`src/rtl/br_pkg.sv`:
```
package br_pkg;
    localparam int unsigned XLEN = 32;
    localparam logic [5:0] BR_OPCODE = 6'b011010;
    localparam int unsigned MAX_REG = 27;

    typedef struct packed {
        logic n;
        logic z;
        logic v;
        logic c;
    } flags_t;

    typedef enum logic [4:0] {
        CC_ALWAYS = 5'd0,  CC_CS   = 5'd1,  CC_LS   = 5'd2,  CC_HI   = 5'd3,
        CC_CC     = 5'd4,  CC_EQ   = 5'd5,  CC_NE   = 5'd6,  CC_LT   = 5'd7,
        CC_LE     = 5'd8,  CC_GT   = 5'd9,  CC_GE   = 5'd10, CC_VC   = 5'd11,
        CC_VS     = 5'd12, CC_PL   = 5'd13, CC_MI   = 5'd14, CC_POS  = 5'd15,
        CC_NPOS   = 5'd16, CC_CORV = 5'd17, CC_NCV  = 5'd18, CC_ZORV = 5'd19
    } cond_t;
endpackage

```
`src/rtl/br_cond_eval.sv`:
```
module br_cond_eval
    import br_pkg::*;
(
    input  logic [4:0] cond,
    input  flags_t     fl,
    output logic       pass
);
    logic lt;
    always_comb begin
        lt = fl.n ^ fl.v;
        case (cond)
            CC_ALWAYS: pass = 1'b1;
            CC_CS:     pass = fl.c;
            CC_LS:     pass = fl.c | fl.z;
            CC_HI:     pass = !fl.c && !fl.z;
            CC_CC:     pass = !fl.c;
            CC_EQ:     pass = fl.z;
            CC_NE:     pass = !fl.z;
            CC_LT:     pass = lt;
            CC_LE:     pass = lt | fl.z;
            CC_GT:     pass = !lt && !fl.z;
            CC_GE:     pass = !lt;
            CC_VC:     pass = !fl.v;
            CC_VS:     pass = fl.v;
            CC_PL:     pass = !fl.n;
            CC_MI:     pass = fl.n;
            CC_POS:    pass = !fl.n && !fl.z;
            CC_NPOS:   pass = fl.n | fl.z;
            CC_CORV:   pass = fl.c | fl.v;
            CC_NCV:    pass = !fl.c && !fl.v;
            CC_ZORV:   pass = fl.z | fl.v;
            default:   pass = 1'b0;
        endcase
    end
endmodule

```
`src/rtl/br_target_gen.sv`:
```
module br_target_gen #(
    parameter int unsigned AW = 32,
    parameter int unsigned DW = 16
) (
    input  logic          rel_mode,
    input  logic [AW-1:0] pc,
    input  logic [DW-1:0] disp,
    input  logic [AW-1:0] reg_val,
    output logic [AW-1:0] seq_pc,
    output logic [AW-1:0] target
);
    localparam int unsigned EXT = AW - DW;
    logic [AW-1:0] disp_sx;
    always_comb begin
        disp_sx = {{EXT{disp[DW-1]}}, disp};
        seq_pc  = pc + AW'(1);
        target  = rel_mode ? (seq_pc + disp_sx) : reg_val;
    end
endmodule

```
`src/rtl/br_flag_qual.sv`:
```
module br_flag_qual #(
    parameter int unsigned RW = 5,
    parameter int unsigned EXT_REGS = 8
) (
    input  logic          valid,
    input  logic [RW-1:0] dst,
    input  logic          is_cmp,
    output logic          load
);
    always_comb begin
        load = valid && (is_cmp || (32'(dst) < EXT_REGS));
    end
endmodule

```
`src/rtl/br_resolve_unit.sv`:
```
module br_resolve_unit
    import br_pkg::*;
#(
    parameter int unsigned TAKEN_CYCLES = 4
) (
    input  logic        clk,
    input  logic        rst_n,
    input  logic        issue_valid,
    input  logic [31:0] instr,
    input  logic [31:0] instr_pc,
    output logic [4:0]  rf_idx,
    input  logic [31:0] rf_data,
    input  logic        res_valid,
    input  logic [4:0]  res_dst,
    input  logic        res_cmp,
    input  logic [3:0]  res_flags,
    output logic        busy,
    output logic        resolve_valid,
    output logic        taken,
    output logic        flush,
    output logic [31:0] new_pc,
    output logic [3:0]  flags
);
    localparam int unsigned CW = (TAKEN_CYCLES > 2) ? $clog2(TAKEN_CYCLES) : 1;
    localparam logic [CW-1:0] HOLD = CW'(TAKEN_CYCLES - 1);

    typedef struct packed {
        logic [CW-1:0] cnt;
        logic          rvld;
        logic          tkn;
        logic          fls;
        logic [31:0]   npc;
        flags_t        fl;
    } state_t;

    state_t s_q, s_d;

    logic        is_branch, accept, cond_ok, idx_ok, flag_load;
    logic [31:0] seq_pc, target;

    assign rf_idx = instr[4:0];

    br_cond_eval u_cond (
        .cond (instr[20:16]),
        .fl   (s_q.fl),
        .pass (cond_ok)
    );

    br_target_gen #(.AW(32), .DW(16)) u_tgt (
        .rel_mode (instr[25]),
        .pc       (instr_pc),
        .disp     (instr[15:0]),
        .reg_val  (rf_data),
        .seq_pc   (seq_pc),
        .target   (target)
    );

    br_flag_qual #(.RW(5), .EXT_REGS(8)) u_qual (
        .valid  (res_valid),
        .dst    (res_dst),
        .is_cmp (res_cmp),
        .load   (flag_load)
    );

    always_comb begin
        s_d       = s_q;
        is_branch = (instr[31:26] == BR_OPCODE);
        accept    = issue_valid && is_branch && (s_q.cnt == '0);
        idx_ok    = instr[25] || (32'(instr[4:0]) <= MAX_REG);

        s_d.rvld = accept;
        s_d.tkn  = accept && cond_ok && idx_ok;
        s_d.fls  = s_d.tkn;
        if (accept) begin
            s_d.npc = s_d.tkn ? target : seq_pc;
        end

        if (s_d.tkn) begin
            s_d.cnt = HOLD;
        end else if (s_q.cnt != '0) begin
            s_d.cnt = s_q.cnt - CW'(1);
        end

        if (flag_load) begin
            s_d.fl = flags_t'(res_flags);
        end
    end

    always_ff @(posedge clk) begin
        if (!rst_n) begin
            s_q <= '0;
        end else begin
            s_q <= s_d;
        end
    end

    assign busy          = (s_q.cnt != '0);
    assign resolve_valid = s_q.rvld;
    assign taken         = s_q.tkn;
    assign flush         = s_q.fls;
    assign new_pc        = s_q.npc;
    assign flags         = s_q.fl;
endmodule

```
`config.mk`:
```
export PLATFORM = sky130hd
export DESIGN_NAME = br_resolve_unit
export DESIGN_NICKNAME = d
export VERILOG_FILES = /design/src/rtl/br_pkg.sv /design/src/rtl/br_cond_eval.sv /design/src/rtl/br_target_gen.sv /design/src/rtl/br_flag_qual.sv /design/src/rtl/br_resolve_unit.sv
export SDC_FILE = /design/constraint.sdc
export NUM_CORES = 1
export LEC_CHECK = 0
export BUFFER_PORTS_ARGS = -buffer_cell sky130_fd_sc_hd__buf_2
export CAP_MARGIN = 20
export CORE_MARGIN = 2
export CORE_UTILIZATION = 49
export CTS_BUF_LIST = sky130_fd_sc_hd__clkbuf_2
export DETAILED_ROUTE_END_ITERATION = 10
export PLACE_DENSITY = 0.87
export SLEW_MARGIN = 20
export SYNTH_ARGS = -nofsm -noshare
export SYNTH_HDL_FRONTEND = slang
export SYNTH_SLANG_ARGS = --single-unit
```
`constraint.sdc`:
```
create_clock -name clk -period 3.37 [get_ports clk]
set_input_delay 0.5055 -clock clk [delete_from_list [all_inputs] [get_ports clk]]
set_output_delay 0.5055 -clock clk [all_outputs]
set_load 0.03 [all_outputs]
```
Yosys cells after proc, flatten, opt, wreduce, memory -nomap -nowiden --
Index checks and enable logic that the tools add are counted.
Word-level totals: flip-flop bits (word level) 40, bits of input ports 110, output and inout bits 45, logic and storage cells 64
Operators by class: $add $sub $neg 3, magnitude comparators 2, equality and inequality tests 20, mux-type cells 5, bitwise operators 6, reductions and logical operators 20
Operator list (number):
- $mux 32 | 2
- $eq 5x4->1 const B | 8
- $add 32x1->32 const B | 1
- $add 32x32->32 | 1
- $eq 5x3->1 const B | 4
- $eq 5x5->1 const B | 4
- $pmux 1 s20 | 1
- $eq 5x2->1 const B | 2
- $logic_and 1x1->1 | 9
- $eq 6x5->1 const B | 1
- $eq 5x1->1 const B | 1
- $le 5x5->1 const B | 1
- $logic_not 1->1 | 5
- $logic_not 5->1 | 1
- $lt 5x4->1 const B | 1
- $or 1x1->1 | 5
- $mux 2 | 2
- $reduce_bool 2->1 | 2
- $logic_not 2->1 | 1
- $logic_or 1x1->1 | 2
- $sub 2x1->2 const B | 1
- $xor 1x1->1 | 1

Longest topological paths before layout --
Gate-level depths: netlist of run 1.
word-level depth 7, mapped depth 16, gate-level depth less buffers 15

By module --
A second synthesis of run 1 with hierarchy kept.
Unflattened totals: cells, all modules 716, area, all modules 5627.9 um2
By module, submodules not included:
- br_target_gen | times used 1, cells an instance 395, area each 2786.4 um2, sequential area each 0.0 um2
- br_resolve_unit | times used 1, cells an instance 267, area each 2454.9 um2, sequential area each 800.8 um2
- br_cond_eval | times used 1, cells an instance 52, area each 375.4 um2, sequential area each 0.0 um2
- br_flag_qual | times used 1, cells an instance 2, area each 11.3 um2, sequential area each 0.0 um2

Worst setup path after synthesis of run 1 --
No wires, ideal clock.
path type input to register, from input port instr_pc[7], to register s_q, in the netlist new_pc[31], setup time 0.079 ns, arrival time 3.264 ns, data required time 3.291 ns, path slack 0.027 ns, stages on the path 14, path buffers 0, cell sequence nand4_1 nor3_1 nand2_1 or3_1 xnor2_1 ha_1 nand2_1 nor4_1 nor3_1 nor2_1 a41o_1 a31oi_1 o32a_1 o211ai_1
On the way: longest elaborated chain between the ends 4
Ends and longest elaborated chain:
- from (decl) | RTL line br_resolve_unit.sv:10 | input logic [31:0] instr_pc,
- $add 32x1->32 * | RTL line br_target_gen.sv:16 | seq_pc = pc + AW'(1);
- $add 32x32->32 | RTL line br_target_gen.sv:17 | target = rel_mode ? (seq_pc + disp_sx) : reg_val;
- $mux 32 | RTL line br_target_gen.sv:17
- $mux 32 * | RTL line br_resolve_unit.sv:75 | s_d.npc = s_d.tkn ? target : seq_pc;
- to (signal assigned) | RTL line br_resolve_unit.sv:91 | s_q <= '0;
- to (signal assigned) | RTL line br_resolve_unit.sv:93 | s_q <= s_d;
- to (decl) | RTL line br_resolve_unit.sv:36 | state_t s_q, s_d;
Mark *: on every way between the ends. The rest lies on a longest branch, timed or not. A chain may end at the register's enable or synchronous reset.

Worst setup path after layout of run 1 --
from input port instr_pc[3], to register s_q, in the netlist new_pc[28]
Same word-level chain as after synthesis.

==> results.md, run 1 <==
- Outcome: finished clean
- Crit-path max FO: 4
- Worst endpoint data arrival time: 3580 ps
- Placed insts: 1002
- Die width: 105 µm
- Initial core utilization: 51.0%
- Vias in the first global route: 5532
- Reg clk slew, reported paths: 270 ps
- Seq cells post-synth: 40
- Slowest-stage cell, CP: ha_1
- Fill cells: 885
- Cell Int Power: 1.00 mW
- Count of hold-fix buffers inserted at cts: 0
- First-pass GRT wire length: 26100 µm
- Final min period: 3180 ps
- Mapped Cells: 673
- Wire length on met1: 7140 µm
- CTS buffer count: 5
- H-Tree Depth: 2
- Pre-CTS setup slack: -291 ps
- Non-Filler Instances: 1010
- Clock Tree Buf Depth: 2
- Avg Cell Area, Syn: 7.47 µm²
- Syn_nets: 824
- Flop2flop setup slack: 580 ps
- Wire length on met2: 7420 µm
- Final Cycle Share: 94.4%
- CP most frequent cell: nand3_1
- Diodes inserted: 0
- Row count: 36
- Seq/Total Area, Yosys: 15.9%
- Initial antenna violation count: 0
- Synth cell types: 72
- Startpoint types: primary input
- Largest net degree at the start of global routing: 35
- Final instance area: 6450 µm²
- Reg2reg end: new_pc[24]$_SDFFE_PN0P_
- Skew final: 22.7 ps
- Switching pwr: 0.654 mW
- Critical Path Start: instr_pc[3]
- MaxCap Viol Count: 0
- Placed cell areas: 6360 µm²
- Logic pwr share: 49.8%
- Clock tree sinks: 40
- Peak VDD IR: 0.000162 V
- Grt ovf: 0
- Routed length per instance: 16.1 µm
- WP data required: 3760 ps
- Stages on the worst setup path: 15
- Worst slew pin tran: 637 ps
- Gpl congestion: 0.966
- Clock network power share: 20.0%
- Setup crit end: new_pc[28]$_SDFFE_PN0P_
- YS warnings: 0
- HP Class: in -> reg
- Lkg Pwr: 3.01 nW
- Fmax achieved: 0.314 GHz
- Post-synth EDFFs: 0
- Hpwl dp: 13000 µm
- CTS tree: yes
- Largest stage delay, worst path: 350 ps
- Top Layer Used: met4
- DRT antenna net count: 0
- R2r startpoint: s_q[39]$_SDFFE_PN0P_
- Final Hold Viols: 0
- Main synth FF type: dfxtp_1
- Setup_tns: 0 ps
- Die area: 11100 µm²
- Worst Slack Setup Final: 188 ps
- Layout cells sized above 1: 33.4%
- Setup CP Type: in -> reg
- Register-to-Register Path Depth: 11
- Tot GR Track Use: 28.8%
- Synth Cell Area: 5030 µm²
- Final Max Slew Viols: 0
- Iter 0 DRT Violations: 311
- Final net count: 1027
- Later-pin clock latency in the skew report: 450 ps
- Finish-stage setup viols: 0
- DR pass1 iterations: 5
- Vias per std cell: 5.77
- Slew margin rel.: 57.6%
- Die H: 105 µm
- Largest delay contributor family on the critical path: compound AO/OA/AOI/OAI gates
- Syn-to-layout area delta: 28.3%
- Pwr Density: 257 nW/µm²
- Post-CTS Setup Inserts: 0
- Crit-path cells: buf_2, and4_1, buf_4, and4_1, nand3_1, xnor2_1, ha_1, nand3_1, a211oi_1, nand3_1, nand2_1, a21oi_1, o41ai_1, a21boi_1, o31ai_1
- Asr flop ratio synth: 0%
- Core footprint: 9860 µm²
- Ports: 155
- Worst Path Buf+Inv: 2
- Root Buffer: clkbuf_2
- Input/output buffers: 147
- Worst setup EP type: flip-flop
- Fin util: 65.4%
- Sequential Power Share: 30.2%
- Via Count: 5826
- Metal3 WL: 1100 µm
- DRC: 0
- Drt total wl: 16300 µm
- Switching share of total power: 39.4%
state kept, by name, indices dropped and copies added, names as in the netlist:
| name | count |
|---|---|
| s_q | 2 |
| new_pc | 32 |
| flags | 4 |
| flush | 1 |
| resolve_valid | 1 |
worst min path at each step:
stage / start / end / slack (ps) / cells past startpoint
floorplan: new_pc[11]$_SDFFE_PN0P_ / new_pc[11]$_SDFFE_PN0P_ / 430 / 2
global placement: new_pc[11]$_SDFFE_PN0P_ / new_pc[11]$_SDFFE_PN0P_ / 440 / 2
detailed placement: new_pc[11]$_SDFFE_PN0P_ / new_pc[11]$_SDFFE_PN0P_ / 440 / 2
CTS: res_flags[3] / flags[3]$_SDFFE_PN0P_ / 250 / 3
global route: res_flags[0] / flags[0]$_SDFFE_PN0P_ / 250 / 3
finish: res_flags[3] / flags[3]$_SDFFE_PN0P_ / 270 / 3
through the flow:
stage | power (mW) | hold slack (ps)
2_1_floorplan | 0.997 | 432
3_3_place_gp | 1.29 | 437
3_5_place_dp | 1.32 | 441
4_1_cts | 1.65 | 254
5_1_grt | 1.76 | 247
6_report | 1.66 | 267
per-layer routing:
layer,track usage (%),up-vias
met1,37.9,2698
met4,11.6,0
met5,0,-
li1,-,2830
met2,47.6,250
met3,3.59,48
layout make-up:
class,instances,area [µm²],share of cell area (%)
Multi-Input combinational cell,542,3710,57.5
Timing Repair Buffer,264,1610,25.0
Sequential cell,40,801,12.4
Tap cell,133,166,2.58
Inverter,23,86.3,1.34
Clock inverter,3,46.3,0.718
Clock buffer,5,25.0,0.388
power by group through the flow:
stage | Combinational [mW] | Clock [mW] | Sequential [mW]
6_report | 0.825 | 0.332 | 0.501
5_1_grt | 0.900 | 0.354 | 0.503
4_1_cts | 0.812 | 0.334 | 0.501
3_5_place_dp | 0.806 | 0 | 0.510
3_3_place_gp | 0.785 | 0 | 0.509
2_1_floorplan | 0.491 | 0 | 0.506
worst reg2reg max path: cells and delay by family (launching register included):
kind,cells,cell delay [ps]
adders and majority gates,1,260
and+or+nand+nor,4,710
buffers and inverters,2,350
DFF,1,400
AOI/OAI and AO/OA,4,1020
timing repair:
action	CTS	global route
gates resized for setup	0	6
endpoints found under the setup margin	0	5
hold endpoints to repair	0	0
synth_stat cells, types with 5 or more instances:
library cell,number,area (µm²)
a21o_1,10,75.1
a21oi_1,56,280
nand2_1,70,263
a31oi_1,6,37.5
dfxtp_1,40,801
nand2b_1,8,50.1
nor2b_1,9,56.3
xor2_1,15,131
clkbuf_1,17,63.8
and3_1,9,56.3
o21bai_1,6,45.0
nand4_1,12,75.1
o21ai_0,29,145
nor2_1,44,165
nand3_1,34,170
inv_1,21,78.8
o211ai_1,20,150
and2_1,6,37.5
xnor2_1,41,359
ha_1,40,500
o221ai_1,10,87.6
nor3_1,13,65.1
a211oi_1,13,97.6
mux2i_1,18,180
o31ai_1,5,37.5
buf_4,43,323
cells by family (layout without fill, tap and decap cells):
logic type / Yosys count / after routing / share of synthesized area [%]
flops: 40 / 40 / 15.9
mux: 18 / 18 / 3.58
xor+xnor: 57 / 57 / 10.2
buf+inv: 91 / 295 / 10.7
fa+ha+maj: 41 / 41 / 10.4
simple gates: 234 / 234 / 23.4
compound gates: 192 / 192 / 25.8
layout by cell type, fill, tap and decap left out, types with 8 or more instances in the layout:
master    synthesis  final
buf_2             4    147
buf_4            43    117
nand2_1          70     70
a21oi_1          56     56
nor2_1           44     43
xnor2_1          41     40
ha_1             40     40
dfxtp_1          40     40
nand3_1          34     34
o21ai_0          29     28
inv_1            21     20
o211ai_1         20     20
mux2i_1          18     18
xor2_1           15     15
a211oi_1         13     13
nor3_1           13     12
nand4_1          12     12
a21o_1           10     10
o221ai_1         10     10
nor2b_1           9      9
and3_1            9      8
nand2b_1          8      8
No activity file was read; power rests on OpenSTA's default activity.
==> run 2: changes to the inputs <==
Settings changed: CORE_UTILIZATION 49 to 35, PLACE_DENSITY 0.87 to 0.67.
==> run 2 against run 1 <==
First-iteration DRC count rose by 5.1%. Critical path type unchanged. Register-to-register slack improved by 90 ps. Critical path depth did not move. Design area rose by 2.2%. Highest routed layer unchanged. Largest cell class unchanged. Wire length rose by 5.2%. Clock power barely moved.
==> results.md, run 2 (synthesized netlist as in run 1, its figures left out) <==
- Outcome: finished clean
- Reg clk slew, reported paths: 260 ps
- Final Hold Viols: 0
- Startpoint types: primary input
- Root Buffer: clkbuf_2
- RSZ-0062 raised after global routing: false
- Lkg Pwr: 3.06 nW
- DRT antenna net count: 0
- Final Max Slew Viols: 0
- CTS buffer count: 5
- Initial antenna violation count: 0
- Final Cycle Share: 94.3%
- Clock Tree Buf Depth: 2
- DR pass1 iterations: 7
- Gpl congestion: 0.927
- Hpwl dp: 13700 µm
- Via Count: 5602
- Final net count: 1037
- Setup CP Type: in -> reg
- Input/output buffers: 147
- Syn-to-layout area delta: 31.1%
- Pwr Density: 252 nW/µm²
- Slowest-stage cell, CP: a21oi_1
- Worst slew pin tran: 604 ps
- H-Tree Depth: 2
- Skew final: 19.6 ps
- Row count: 43
- Post-CTS Setup Inserts: 0
- Routed length per instance: 16.0 µm
- Core footprint: 13900 µm²
- Layout cells sized above 1: 34.3%
- Clock tree sinks: 40
- Worst setup EP type: flip-flop
- Critical Path Start: instr_pc[3]
- Final min period: 3180 ps
- Commonest non-fill, non-tap cell in the layout: buf_2
- CTS tree: yes
- WP data required: 3770 ps
- Vias in the first global route: 5331
- HP Class: in -> reg
- Setup_tns: 0 ps
- Crit-path max FO: 6
- Iter 0 DRT Violations: 327
- Finish-stage setup viols: 0
- Worst endpoint data arrival time: 3580 ps
- Largest stage delay, worst path: 490 ps
- Drt total wl: 17100 µm
- Later-pin clock latency in the skew report: 460 ps
- R2r startpoint: s_q[39]$_SDFFE_PN0P_
- Grt ovf: 0
- Fin util: 47.3%
- Peak VDD IR: 0.000164 V
- First-pass GRT wire length: 26400 µm
- Slew margin rel.: 59.8%
- Most frequent cells in the layout: 147 x buf_2, 127 x buf_4, 69 x nand2_1
- Ports: 155
- Initial core utilization: 36.1%
- Vias per std cell: 5.25
- Die H: 124 µm
- Die width: 124 µm
- MaxCap Viol Count: 0
- DRC: 0
- HP Start: res_flags[3]
- Largest net degree at the start of global routing: 35
- Crit-path cells: buf_2, and4_1, and3_2, and2_1, nand3_1, xnor2_2, ha_1, nand2_1, o21ai_0, a22oi_1, nand2_2, a21oi_1, nand3b_1, a21boi_1, o31ai_1
- Tot GR Track Use: 22.1%
- Largest register FFs: 32
- Die area: 15300 µm²
- Fmax achieved: 0.315 GHz
run 2: through the flow:
step | hold WS [ps] | power, mW | worst slack (ps) | instance area, µm² | cells
3_5_place_dp | 445 | 1.33 | -358 | 6490 | 1059
5_1_grt | 228 | 1.77 | 3.96 | 6590 | 1067
6_report | 248 | 1.66 | 193 | 6590 | 1068
2_1_floorplan | 432 | 0.997 | 27.1 | 5030 | 673
3_3_place_gp | 437 | 1.32 | -309 | 6490 | 1059
4_1_cts | 219 | 1.66 | 153 | 6560 | 1067
run 2: what timing repair did:
| item | CTS | global route |
|---|---|---|
| setup endpoints to repair | 0 | 8 |
| hold buffers | 0 | 0 |
| resized for setup | 0 | 7 |
run 2: worst paths after layout:
kind,to,slack (ps),cells past startpoint
setup reg to reg,new_pc[21]$_SDFFE_PN0P_,670,11
setup / recovery,new_pc[28]$_SDFFE_PN0P_,190,15
hold reg to reg,new_pc[4]$_SDFFE_PN0P_,470,2
hold / removal,flags[3]$_SDFFE_PN0P_,250,3
run 2: routing by layer:
layer	part of all wire, %	up-vias	global-route usage [%]	wire length (µm)
li1	-	2840	-	-
met1	46	2549	29.8	7870
met2	46	191	36.8	7790
met3	6.5	22	2.88	1100
met4	1.9	0	6.18	329
met5	0	-	0	0
run 2: cell type report:
cell class                 instances  area (µm²)
inverter                          23        86.3
sequential                        40         801
antenna                            1        2.50
fill                            1419        7350
clock inverter                     3        42.5
clock buffer                       5        25.0
tap                              180         225
multi-input combinational        542        3720
timing repair buffer             274        1690
run 2: power breakdown:
| group | total, mW | switching (mW) | internal (mW) |
|---|---|---|---|
| registers | 0.501 | 0.0112 | 0.490 |
| logic | 0.830 | 0.438 | 0.393 |
| clock network | 0.329 | 0.205 | 0.124 |
run 2: critical path: cells and delay by family:
family | cells | cell delay (ps)
simple gates | 7 | 1220
compound gates | 5 | 1190
fa+ha+maj | 1 | 330
buf+inv | 1 | 90
xor+xnor | 1 | 220
==> run 3: changes to the inputs <==
Settings changed: BUFFER_PORTS_ARGS -buffer_cell sky130_fd_sc_hd__buf_2 to -buffer_cell sky130_fd_sc_hd__clkbuf_2, CAP_MARGIN 20 to unset, CORE_MARGIN 2 to unset.
==> run 3 against run 2 <==
Non-clock buffer count decreased by 10. Worst setup slack got worse by 22 ps. Sequential share of layout area increased by 0.14 points. Final cell count decreased by 0.94%. Count of clock-buffer cells in the layout unchanged. Clock skew increased by 4.2 ps. Wire length decreased by 1.6%. Combinational power decreased by 0.8%. Largest cell class unchanged. Highest routed layer unchanged.
==> results.md, run 3 (synthesized netlist as in run 1, its figures left out) <==
- Total Power: 1.66 mW
- Initial antenna violation count: 0
- Final net count: 1027
- Commonest non-fill, non-tap cell in the layout: clkbuf_2
- Pwr Density: 255 nW/µm²
- Reg area: 801 µm²
- WHS: 211 ps
- Gpl congestion: 0.918
- CP most frequent cell: nand2_1
- Reg clk slew, reported paths: 280 ps
- Multi-input logic area: 3720 µm²
- Final Cycle Share: 94.9%
- Worst Path Buf+Inv: 1
- Logic pwr share: 49.6%
- Largest net degree at the start of global routing: 35
- Iter 0 DRT Violations: 420
- Layout cells sized above 1: 33.5%
- Worst slew pin tran: 1070 ps
- Clock tree sinks: 40
- Via Count: 5651
- Vias per std cell: 5.34
- Clock Tree Buf Depth: 2
- Die width: 122 µm
- Ports: 155
- Input/output buffers: 147
- First-pass GRT wire length: 26200 µm
- Hpwl dp: 13500 µm
- Lkg Pwr: 3.00 nW
- Largest register FFs: 32
- Post-CTS Setup Inserts: 0
- Startpoint types: primary input
- Routed length per instance: 15.9 µm
- Tot GR Track Use: 22.7%
- Die area: 14800 µm²
- Slowest-stage cell, CP: ha_1
- Sequential Power Share: 30.2%
- Slew margin rel.: 28.8%
- Finish-stage setup viols: 0
- Core footprint: 13900 µm²
- Syn-to-layout area delta: 29.6%
- Largest delay contributor family on the critical path: simple AND/OR/NAND/NOR gates
- Fin util: 46.8%
- H-Tree Depth: 2
- Worst Slack Setup Final: 171 ps
- Most frequent cells in the layout: 152 x clkbuf_2, 117 x buf_4, 70 x nand2_1
- Setup CP Type: in -> reg
- Crit-path max FO: 4
- DR pass1 iterations: 5
- Later-pin clock latency in the skew report: 490 ps
- Root Buffer: clkbuf_2
- Final min period: 3200 ps
- CTS buffer count: 5
- Outcome: finished clean
- Vias in the first global route: 5174
- Drt total wl: 16800 µm
- Skew final: 23.8 ps
- Worst endpoint data arrival time: 3620 ps
- Crit-path cells: clkbuf_2, and4_1, and3_2, nand2_1, or3_1, xnor2_1, ha_1, nand2_1, nor4_2, nor3_1, nor2_1, a41o_1, a31oi_2, o32a_1, o211ai_1
- Die H: 122 µm
- DRC: 0
- MaxCap Viol Count: 0
- Clock network power share: 20.3%
- Final Hold Viols: 0
- Final Max Slew Viols: 0
- Cell Int Power: 1.00 mW
- Row count: 43
- Fill cells: 1413
- Pre-CTS setup slack: -379 ps
- Grt ovf: 0
- Worst setup EP type: flip-flop
- Initial core utilization: 36.1%
- Largest stage delay, worst path: 360 ps
- Switching share of total power: 39.6%
- DRT antenna net count: 0
- Switching pwr: 0.658 mW
- Peak VDD IR: 0.000133 V
- CTS tree: yes
- HP Class: in -> reg
- WP data required: 3790 ps
- RSZ-0062 raised after global routing: true
- Fmax achieved: 0.313 GHz
run 3: final timing paths:
kind	from	to	slack, ps	cells after the start
worst min-delay path	rf_data[27]	new_pc[27]$_SDFFE_PN0P_	210	3
worst max-delay path	instr_pc[3]	new_pc[31]$_SDFFE_PN0P_	170	15
worst max register to register	s_q[39]$_SDFFE_PN0P_	new_pc[10]$_SDFFE_PN0P_	530	11
worst min register to register	new_pc[11]$_SDFFE_PN0P_	new_pc[11]$_SDFFE_PN0P_	470	2
run 3: metal layers:
| metal | up-vias | track usage, % | routed length [µm] |
|---|---|---|---|
| met2 | 173 | 36.5 | 7530 |
| met1 | 2622 | 31.5 | 8040 |
| met4 | 0 | 6.71 | 370 |
| li1 | 2828 | - | - |
| met5 | - | 0 | 0 |
| met3 | 28 | 2.62 | 883 |
run 3: metrics by stage:
stage	TNS, ps	cell area (µm²)	cells
global placement	-2940	6420	1049
detailed placement	-3530	6420	1049
finish	0	6520	1058
global route	-35.7	6510	1057
CTS	0	6490	1057
floorplan	0	5030	673
run 3: worst min-delay path, stage by stage:
cell	delay, ps
clkbuf_2	80
nand2_1	50
a31oi_1	70
run 3: repair_timing:
action	4_1_cts	5_1_grt
gates resized for setup	0	7
hold buffers	0	0
setup endpoints to repair	0	7
run 3: area by class of cell:
class,instances,share of cell area (%)
tap,180,3.46
antenna,1,0.0384
clock inverter,3,0.710
sequential,40,12.3
clock buffer,5,0.384
timing repair buffer,264,24.8
inverter,23,1.32
multi-input combinational,542,57.0
run 3: power groups by stage:
stage	Clock [mW]	Combinational, mW	Sequential (mW)
after global placement	0	0.801	0.509
after floorplan	0	0.491	0.506
after detailed placement	0	0.808	0.510
after CTS	0.342	0.812	0.501
final	0.337	0.823	0.501
after global routing	0.358	0.904	0.503
